### src/rtl/rtc_cal_pkg.sv
package rtc_cal_pkg;
  localparam int FW = 8;            // field width in bits
  localparam int WDAY_LAST = 6;     // last weekday value

  typedef enum logic [2:0] {
    SEL_SEC   = 3'd0,
    SEL_MIN   = 3'd1,
    SEL_HOUR  = 3'd2,
    SEL_DAY   = 3'd3,
    SEL_WDAY  = 3'd4,
    SEL_MONTH = 3'd5,
    SEL_YEAR  = 3'd6,
    SEL_NONE  = 3'd7
  } field_sel_e;

  // add one to a two-digit packed BCD value
  function automatic logic [FW-1:0] bcd_inc(input logic [FW-1:0] v);
    if (v[3:0] == 4'd9) return {v[7:4] + 4'd1, 4'd0};
    else                return {v[7:4], v[3:0] + 4'd1};
  endfunction

  // a two-digit BCD year is a multiple of four when:
  //   tens even -> units 0, 4 or 8
  //   tens odd  -> units 2 or 6
  function automatic logic is_leap(input logic [FW-1:0] y);
    if (y[4]) return (y[3:0] == 4'd2) || (y[3:0] == 4'd6);
    else      return (y[3:0] == 4'd0) || (y[3:0] == 4'd4) || (y[3:0] == 4'd8);
  endfunction

  // last day of a month, as BCD
  function automatic logic [FW-1:0] last_day(input logic [FW-1:0] mon,
                                             input logic [FW-1:0] yr);
    case (mon)
      8'h02:                      return is_leap(yr) ? 8'h29 : 8'h28;
      8'h04, 8'h06, 8'h09, 8'h11: return 8'h30;
      default:                    return 8'h31;
    endcase
  endfunction

  // next hour value; bit 6 of the result is the day carry
  function automatic logic [6:0] hour_next(input logic [5:0] h, input logic m12);
    logic [7:0] t;
    if (!m12) begin
      if (h == 6'h23) return {1'b1, 6'h00};
      t = bcd_inc({2'b00, h});
      return {1'b0, t[5:0]};
    end
    if (h[4:0] == 5'h11) return {h[5], ~h[5], 5'h12};
    if (h[4:0] == 5'h12) return {1'b0, h[5], 5'h01};
    t = bcd_inc({3'b000, h[4:0]});
    return {1'b0, h[5], t[4:0]};
  endfunction
endpackage

### src/rtl/rtc_bcd_field.sv
module rtc_bcd_field
  import rtc_cal_pkg::*;
#(
  parameter logic [FW-1:0] RST_VAL = '0
) (
  input  logic          clk,
  input  logic          rst_n,
  input  logic          load,
  input  logic [FW-1:0] load_val,
  input  logic          step,
  input  logic [FW-1:0] lo,
  input  logic [FW-1:0] hi,
  output logic [FW-1:0] value,
  output logic          wrap
);
  logic at_top;

  // ">=" so that a value loaded past the limit still wraps
  assign at_top = (value >= hi);
  assign wrap   = step && at_top;

  always_ff @(posedge clk or negedge rst_n) begin
    if (!rst_n)    value <= RST_VAL;
    else if (load) value <= load_val;
    else if (step) value <= at_top ? lo : bcd_inc(value);
  end
endmodule

### src/rtl/rtc_hour_counter.sv
module rtc_hour_counter
  import rtc_cal_pkg::*;
(
  input  logic          clk,
  input  logic          rst_n,
  input  logic          load,
  input  logic [FW-1:0] load_val,
  input  logic          step,
  input  logic          mode_12h,
  output logic [FW-1:0] value,
  output logic          day_carry
);
  logic [6:0] nxt;

  assign nxt       = hour_next(value[5:0], mode_12h);
  assign day_carry = step && nxt[6];

  always_ff @(posedge clk or negedge rst_n) begin
    if (!rst_n)    value <= '0;
    else if (load) value <= load_val;
    else if (step) value <= {2'b00, nxt[5:0]};
  end
endmodule

### src/rtl/rtc_weekday_counter.sv
module rtc_weekday_counter
  import rtc_cal_pkg::*;
#(
  parameter int LAST = WDAY_LAST
) (
  input  logic          clk,
  input  logic          rst_n,
  input  logic          load,
  input  logic [FW-1:0] load_val,
  input  logic          step,
  output logic [FW-1:0] value
);
  localparam logic [FW-1:0] LAST_V = FW'(LAST);

  always_ff @(posedge clk or negedge rst_n) begin
    if (!rst_n)    value <= '0;
    else if (load) value <= load_val;
    else if (step) value <= (value >= LAST_V) ? '0 : value + 1'b1;
  end
endmodule

### src/rtl/rtc_calendar_core.sv
module rtc_calendar_core
  import rtc_cal_pkg::*;
(
  input  logic       clk,
  input  logic       rst_n,
  input  logic       tick,
  input  logic       mode_12h,
  input  logic       wr_en,
  input  logic [2:0] wr_sel,
  input  logic [7:0] wr_data,
  output logic [7:0] seconds,
  output logic [7:0] minutes,
  output logic [7:0] hours,
  output logic [7:0] days,
  output logic [7:0] weekday,
  output logic [7:0] months,
  output logic [7:0] years
);
  // per-field write strobes and masked write data
  logic [6:0]    ld;
  logic [FW-1:0] ld_val [7];

  always_comb begin
    for (int i = 0; i < 7; i++) ld[i] = wr_en && (wr_sel == 3'(i));
  end

  assign ld_val[SEL_SEC]   = {1'b0, wr_data[6:0]};
  assign ld_val[SEL_MIN]   = {1'b0, wr_data[6:0]};
  assign ld_val[SEL_HOUR]  = {2'b0, wr_data[5:0]};
  assign ld_val[SEL_DAY]   = {2'b0, wr_data[5:0]};
  assign ld_val[SEL_WDAY]  = {5'b0, wr_data[2:0]};
  assign ld_val[SEL_MONTH] = {3'b0, wr_data[4:0]};
  assign ld_val[SEL_YEAR]  = wr_data;

  // cascade events, named for the checker
  logic          sec_step, sec_wrap, min_wrap, hour_carry, day_wrap, mon_wrap;
  logic          yr_wrap;
  logic [FW-1:0] day_hi;
  logic [1:0]    sm_step, sm_wrap;
  logic [FW-1:0] sm_val [2];

  assign sec_step = tick && !wr_en;   // a write drops the tick
  assign sm_step  = {sm_wrap[0], sec_step};
  assign sec_wrap = sm_wrap[0];
  assign min_wrap = sm_wrap[1];
  assign seconds  = sm_val[0];
  assign minutes  = sm_val[1];

  // seconds and minutes share one shape
  for (genvar g = 0; g < 2; g++) begin : g_sm
    rtc_bcd_field #(.RST_VAL(8'h00)) u_fld (
      .clk(clk), .rst_n(rst_n), .load(ld[g]), .load_val(ld_val[g]),
      .step(sm_step[g]), .lo(8'h00), .hi(8'h59),
      .value(sm_val[g]), .wrap(sm_wrap[g])
    );
  end

  rtc_hour_counter u_hour (
    .clk(clk), .rst_n(rst_n), .load(ld[SEL_HOUR]), .load_val(ld_val[SEL_HOUR]),
    .step(min_wrap), .mode_12h(mode_12h), .value(hours), .day_carry(hour_carry)
  );

  assign day_hi = last_day(months, years);

  rtc_bcd_field #(.RST_VAL(8'h01)) u_day (
    .clk(clk), .rst_n(rst_n), .load(ld[SEL_DAY]), .load_val(ld_val[SEL_DAY]),
    .step(hour_carry), .lo(8'h01), .hi(day_hi), .value(days), .wrap(day_wrap)
  );

  rtc_weekday_counter u_wday (
    .clk(clk), .rst_n(rst_n), .load(ld[SEL_WDAY]), .load_val(ld_val[SEL_WDAY]),
    .step(hour_carry), .value(weekday)
  );

  rtc_bcd_field #(.RST_VAL(8'h01)) u_mon (
    .clk(clk), .rst_n(rst_n), .load(ld[SEL_MONTH]), .load_val(ld_val[SEL_MONTH]),
    .step(day_wrap), .lo(8'h01), .hi(8'h12), .value(months), .wrap(mon_wrap)
  );

  rtc_bcd_field #(.RST_VAL(8'h00)) u_year (
    .clk(clk), .rst_n(rst_n), .load(ld[SEL_YEAR]), .load_val(ld_val[SEL_YEAR]),
    .step(mon_wrap), .lo(8'h00), .hi(8'h99), .value(years), .wrap(yr_wrap)
  );

  logic unused_ok;
  assign unused_ok = yr_wrap;
endmodule

### config.mk
export PLATFORM = sky130hd
export DESIGN_NAME = rtc_calendar_core
export DESIGN_NICKNAME = d
export VERILOG_FILES = /design/src/rtl/rtc_cal_pkg.sv /design/src/rtl/rtc_bcd_field.sv /design/src/rtl/rtc_hour_counter.sv /design/src/rtl/rtc_weekday_counter.sv /design/src/rtl/rtc_calendar_core.sv
export SDC_FILE = /design/constraint.sdc
export NUM_CORES = 1
export LEC_CHECK = 0
export ABC_AREA = 1
export BUFFER_PORTS_ARGS = -buffer_cell sky130_fd_sc_hd__buf_2
export CORE_MARGIN = 2
export CORE_UTILIZATION = 45
export CTS_CLUSTER_DIAMETER = 80
export CTS_CLUSTER_SIZE = 14
export DETAILED_ROUTE_END_ITERATION = 8
export GPL_TIMING_DRIVEN = 0
export PLACE_DENSITY = 0.7
export SLEW_MARGIN = 20
export SYNTH_ARGS = -nofsm -noshare
export SYNTH_HDL_FRONTEND = slang
export SYNTH_HIERARCHICAL = 1
export SYNTH_SLANG_ARGS = --single-unit
### constraint.sdc
create_clock -name clk -period 3.8 [get_ports clk]
set_input_delay 0.57 -clock clk [delete_from_list [all_inputs] [get_ports clk]]
set_output_delay 0.57 -clock clk [all_outputs]
set_load 0.005 [all_outputs]
; ---- After elaboration in Yosys (flattened, before gate mapping)
; Cells that the tools add are included.
[word_totals]
out_inout_bits = 56
reg_bits = 56
input_bits = 16
[classes]
n_reduce_logical = 39
n_bitwise = 1
magnitude_cmp = 6
addsub = 14
n_eq_ne = 27
n_mux = 46
[ops]
columns = cell, n
row1 = two-way mux 8 bit, 25
row2 = two-way mux 7 bit, 8
row3 = "adder 4 x 1 -> 4 bit, second input constant", 11
row4 = "equality test 4 bit, second input constant", 7
row5 = "equality test 8 x 3 -> 1 bit, second input constant", 2
row6 = "greater-or-equal comparator 8 x 7 -> 1 bit, second input constant", 2
row7 = nonzero test 3 bit, 5
row8 = nonzero test 2 bit, 7
row9 = logical AND 1 bit, 13
row10 = AND reduction 2 bit, 6
row11 = "equality test 5 bit, second input constant", 2
row12 = two-way mux 1 bit, 10
row13 = one-hot mux 5 bit (2 select lines), 1
row14 = "equality test 3 bit, second input constant", 3
row15 = "adder 8 x 1 -> 8 bit, second input constant", 1
row16 = "equality test 4 x 3 -> 1 bit, second input constant", 2
row17 = "equality test 8 x 2 -> 1 bit, second input constant", 1
row18 = "equality test 8 x 4 -> 1 bit, second input constant", 1
row19 = "equality test 8 x 5 -> 1 bit, second input constant", 1
row20 = "greater-or-equal comparator 8 x 3 -> 1 bit, second input constant", 1
row21 = "greater-or-equal comparator 8 x 5 -> 1 bit, second input constant", 1
row22 = greater-or-equal comparator 8 x 6 -> 1 bit, 1
row23 = "greater-or-equal comparator 8 bit, second input constant", 1
row24 = "equality test 3 x 2 -> 1 bit, second input constant", 2
row25 = other kinds (17), 19

; ---- Depth between registers and ports, before layout
[depth]
word_depth = 15
depth_mapped = 26
depth_no_buf = 25

; ---- Hierarchy
; The synthesis kept the hierarchy.
[modules_own_cells]
columns = mod, cells_per_inst, n_inst, seq_area_each_um2, area_each_um2
row1 = rtc_bcd_field at g_sm[0].u_fld ..., 135, 3, 200.2, 873.3
row2 = rtc_bcd_field at u_day ..., 135, 2, 201.4, 874.6
row3 = rtc_hour_counter, 98, 1, 200.2, 659.4
row4 = rtc_weekday_counter, 46, 1, 200.2, 435.4
row5 = rtc_calendar_core, 50, 1, 0.0, 232.7

; ---- Worst setup path after synthesis
; Ideal clock, no wire load.
[synth_path]
path_type = flip-flop to flip-flop
startpoint = register g_sm[0].u_fld.value[7]
endpoint = register u_year.value[5]
setup_slack_ps = 914
path_stages_with_launch = 22
arrival_ps = 2764
t_required_ps = 3678
path_cell_list = dfrtp_1 > ha_1 > nand2_1 > a21oi_1 > nor2_4 > nand3_4 > buf_6 > nand2_1 > inv_1 > nand2_1 > inv_1 > nand2_2 > nor3b_2 > nand2_1 > inv_1 > nand2_1 > inv_1 > nor2_1 > inv_1 > nand2_2 > nor2_1 > a21oi_1
[synth_between]
elab_chain_len = 8
[synth_lines]
columns = item, line
row1 = from (decl), rtc_bcd_field.sv:13  ; output logic [FW-1:0] value,
row2 = from (signal assigned), rtc_bcd_field.sv:24  ; else if (load) value <= load_val;
row3 = from (signal assigned), rtc_bcd_field.sv:25  ; else if (step) value <= at_top ? lo : bcd_inc(value);
row4 = greater-or-equal comparator 8 x 7 -> 1 bit, rtc_bcd_field.sv:19  ; assign at_top = (value >= hi);
row5 = logical AND 1 bit, rtc_bcd_field.sv:20  ; assign wrap = step && at_top;
row6 = via sec_wrap, rtc_calendar_core.sv:36  ; logic sec_step, sec_wrap, min_wrap, hour_carry, day_wrap, mon_wrap;
row7 = logical AND 1 bit, rtc_bcd_field.sv:20
row8 = via min_wrap, rtc_calendar_core.sv:36
row9 = logical AND 1 bit, rtc_hour_counter.sv:16  ; assign day_carry = step && nxt[6];
row10 = via hour_carry, rtc_calendar_core.sv:36
row11 = logical AND 1 bit, rtc_bcd_field.sv:20
row12 = via day_wrap, rtc_calendar_core.sv:36
row13 = logical AND 1 bit, rtc_bcd_field.sv:20
row14 = via mon_wrap, rtc_calendar_core.sv:36
row15 = nonzero test 2 bit (no line), n/a
row16 = AND reduction 2 bit (no line), n/a
row17 = to (signal assigned), rtc_bcd_field.sv:24
row18 = to (signal assigned), rtc_bcd_field.sv:25
row19 = to (decl), rtc_bcd_field.sv:13
; The timed path passes the listed nets, and every way through them passes these cells.
; A chain may end at the register's enable or synchronous reset.

; ---- Worst setup path in the final report
; Same ends and word-level chain as after synthesis.

==> flow_summary_export.csv <==
group,metric,value,unit
power_and_ir_drop,vdd_drop_max,0.294,mV
setup_path,critical_path.top_delay_family,"simple AND/OR/NAND/NOR gates",
timing,maxSlewHeadroom,51.2,%
route,met1Wirelength,6540,um
job,max-cap-violations,0,
setup_path,timing.rr.start,"g_sm[0].u_fld/value[7]$_DFFE_PN0P_",
die,fp.dieH,116,um
die,fp.dieW,116,um
synth,syn_area,5690,um^2
finish,final_area,6790,um^2
placement,portBuffers,71,
timing,rsz0062_at_grt,"no",
global_routing,track_usage,20.4,%
setup_path,cp.arrival,3.55,ns
clock_tree,clock-sinks,56,
setup_path,path_buf_inv,6,
global_routing,grt_pass1_vias,4881,
setup_path,cp-startpoint,"g_sm[0].u_fld/value[7]$_DFFE_PN0P_",
route,routedWlPerCell,11.0,um
setup_path,startpoint_type,"register",
finish,ff_latch_area,1400,um^2
placement,placedInstanceArea,6600,um^2
global_routing,grt_remaining_overflow,0,
timing,setup_violations,0,
route,wl_met3,461,um
setup_path,cpPeakStageDelay,0.42,ns
timing,skew,0.00763,ns
finish,diodes,0,
route,route.vias.total,5625,
clock_tree,cts_tree,"built",
route,ant_nets,0,
timing,min_period_over_period,88.6,%
finish,stdcell_count,1207,
setup_path,path_class,"reg -> reg",
run_status,status,"finished clean",
finish,syn_to_final_growth,19.3,%
clock_tree,insertion_delay,0.29,ns
setup_path,cp_max_fo,10,
setup_path,path_cells,"ha_1 -> nand2_1 -> nor2_2 -> nand2_2 -> nand3_4 -> buf_6 -> nand2_1 -> inv_1 -> nand2_1 -> inv_1 -> nand2_2 -> nor3b_4 -> nand2_1 -> inv_1 -> nand2_1 -> inv_1 -> nor2_1 -> inv_1 -> nand2_2 -> nor2_1 -> a21oi_1",
timing,slew_viol_final,0,
timing,fmax,0.297,GHz
route,wl,13200,um
clock_tree,clockBufferDepth,2,
clock_tree,cts.clk_slew.worst_paths,0.07,ns
global_routing,grt_max_degree,57,
placement,place_hpwl,10200,um
route,drt_iter0_drc,354,
die,start_util,45.6,%
global_routing,antenna_found_initial,0,
timing,final-hold-violation-count,0,
synth,yosysWarningCount,6,
synth,avgSynthCellArea,6.56,um^2
timing,fin_tns_setup,0,ns
route,drc_errors,0,
die,num_rows,41,
finish,final_common_cell,"nand2_1",
finish,finalNetCount,1098,
clock_tree,cts_buffers,5,
finish,drive_gt1_share,15.9,%
synth,syn_inst,867,
timing,tightest_slew,0.732,ns
route,dr_wl_met2,6120,um
setup_path,end_kind,"register",
timing,fin_crit,3.37,ns
global_routing,grt_pass1_wl,22600,um
setup_path,worstPathRequired,3.98,ns
finish,nFillCells,1273,
placement,place.gp.congestion,0.857,
clock_tree,root_buffer,"clkbuf_16",
power_and_ir_drop,leakagePower,3.90,nW
die,dieArea,13600,um^2
min_path,hold_path.class,"in -> async",
die,pin_count,72,
placement,place_inst,1199,
finish,layout_common_cells,"nand2_1, inv_1, nor2_1",
die,coreArea,12500,um^2
setup_path,cp_slowest_cell,"dfrtp_1",
power_and_ir_drop,power_density,549,nW/um^2
route,top_layer,"met4",
route,vias_per_cell,4.66,
finish,multi_input_area,3920,um^2
clock_tree,postCtsSetupRepairBufs,0,
route,drt_pass1_iterations,5,
clock_tree,htreeDepth,2,
-- flip-flops by register name, summed over array words and instances, names as in the netlist --
register / count
u_day/value: 8
u_mon/value: 8
u_hour/value: 8
u_year/value: 8
u_wday/value: 8
g_sm.u_fld/value: 16
-- final timing paths --
check                                               to  slack (ns)  cells past startpoint
max                        u_year/value[5]$_DFFE_PN0P_        0.43                     21
max reg2reg                u_year/value[5]$_DFFE_PN0P_        0.43                     21
min                        u_wday/value[3]$_DFFE_PN0P_        0.33                      1
max in group asynchronous   u_day/value[3]$_DFFE_PN0P_        2.97                      1
min reg2reg                u_hour/value[6]$_DFFE_PN0P_        0.50                      1
min in group clk           u_hour/value[6]$_DFFE_PN0P_        0.50                      1
-- per-stage QoR --
stage | util, % | hold WS, ns | setup WS, ns | power (W)
3_3_place_gp | 52.9 | 0.481 | 0.253 | 0.00316
5_1_grt | 54.4 | 0.394 | 0.0217 | 0.00413
4_1_cts | 54.4 | 0.367 | 0.253 | 0.00375
3_5_place_dp | 52.9 | 0.480 | 0.272 | 0.00318
6_report | 54.4 | 0.329 | 0.435 | 0.00373
2_1_floorplan | - | 0.274 | 0.935 | 0.00260
-- report_power, final --
group / internal (W) / total, W / switching [W]
combinational: 0.000868 / 0.00199 / 0.00113
sequential: 0.000809 / 0.00118 / 0.000368
clock: 0.000347 / 0.000554 / 0.000207
-- layer usage --
metal,global-route usage [%],vias to the layer above
met4,4.52,0
met1,28.0,2500
met3,2.85,7
met2,34.3,89
met5,0,-
li1,-,3029
-- final cells by class --
| class | count | share of cell area, % |
|---|---|---|
| multi-input combinational | 733 | 57.8 |
| sequential | 56 | 20.7 |
| tap | 172 | 3.17 |
| inverter | 154 | 8.61 |
| buffer | 13 | 1.73 |
| clock buffer | 7 | 2.25 |
| clock inverter | 1 | 0.443 |
| timing repair buffer | 71 | 5.27 |
-- timing repair --
item,4_1_cts,5_1_grt
hold buffers,0,0
resized for setup,0,1
endpoints found under the setup margin,0,4
Power figures use the tool's default switching activity.
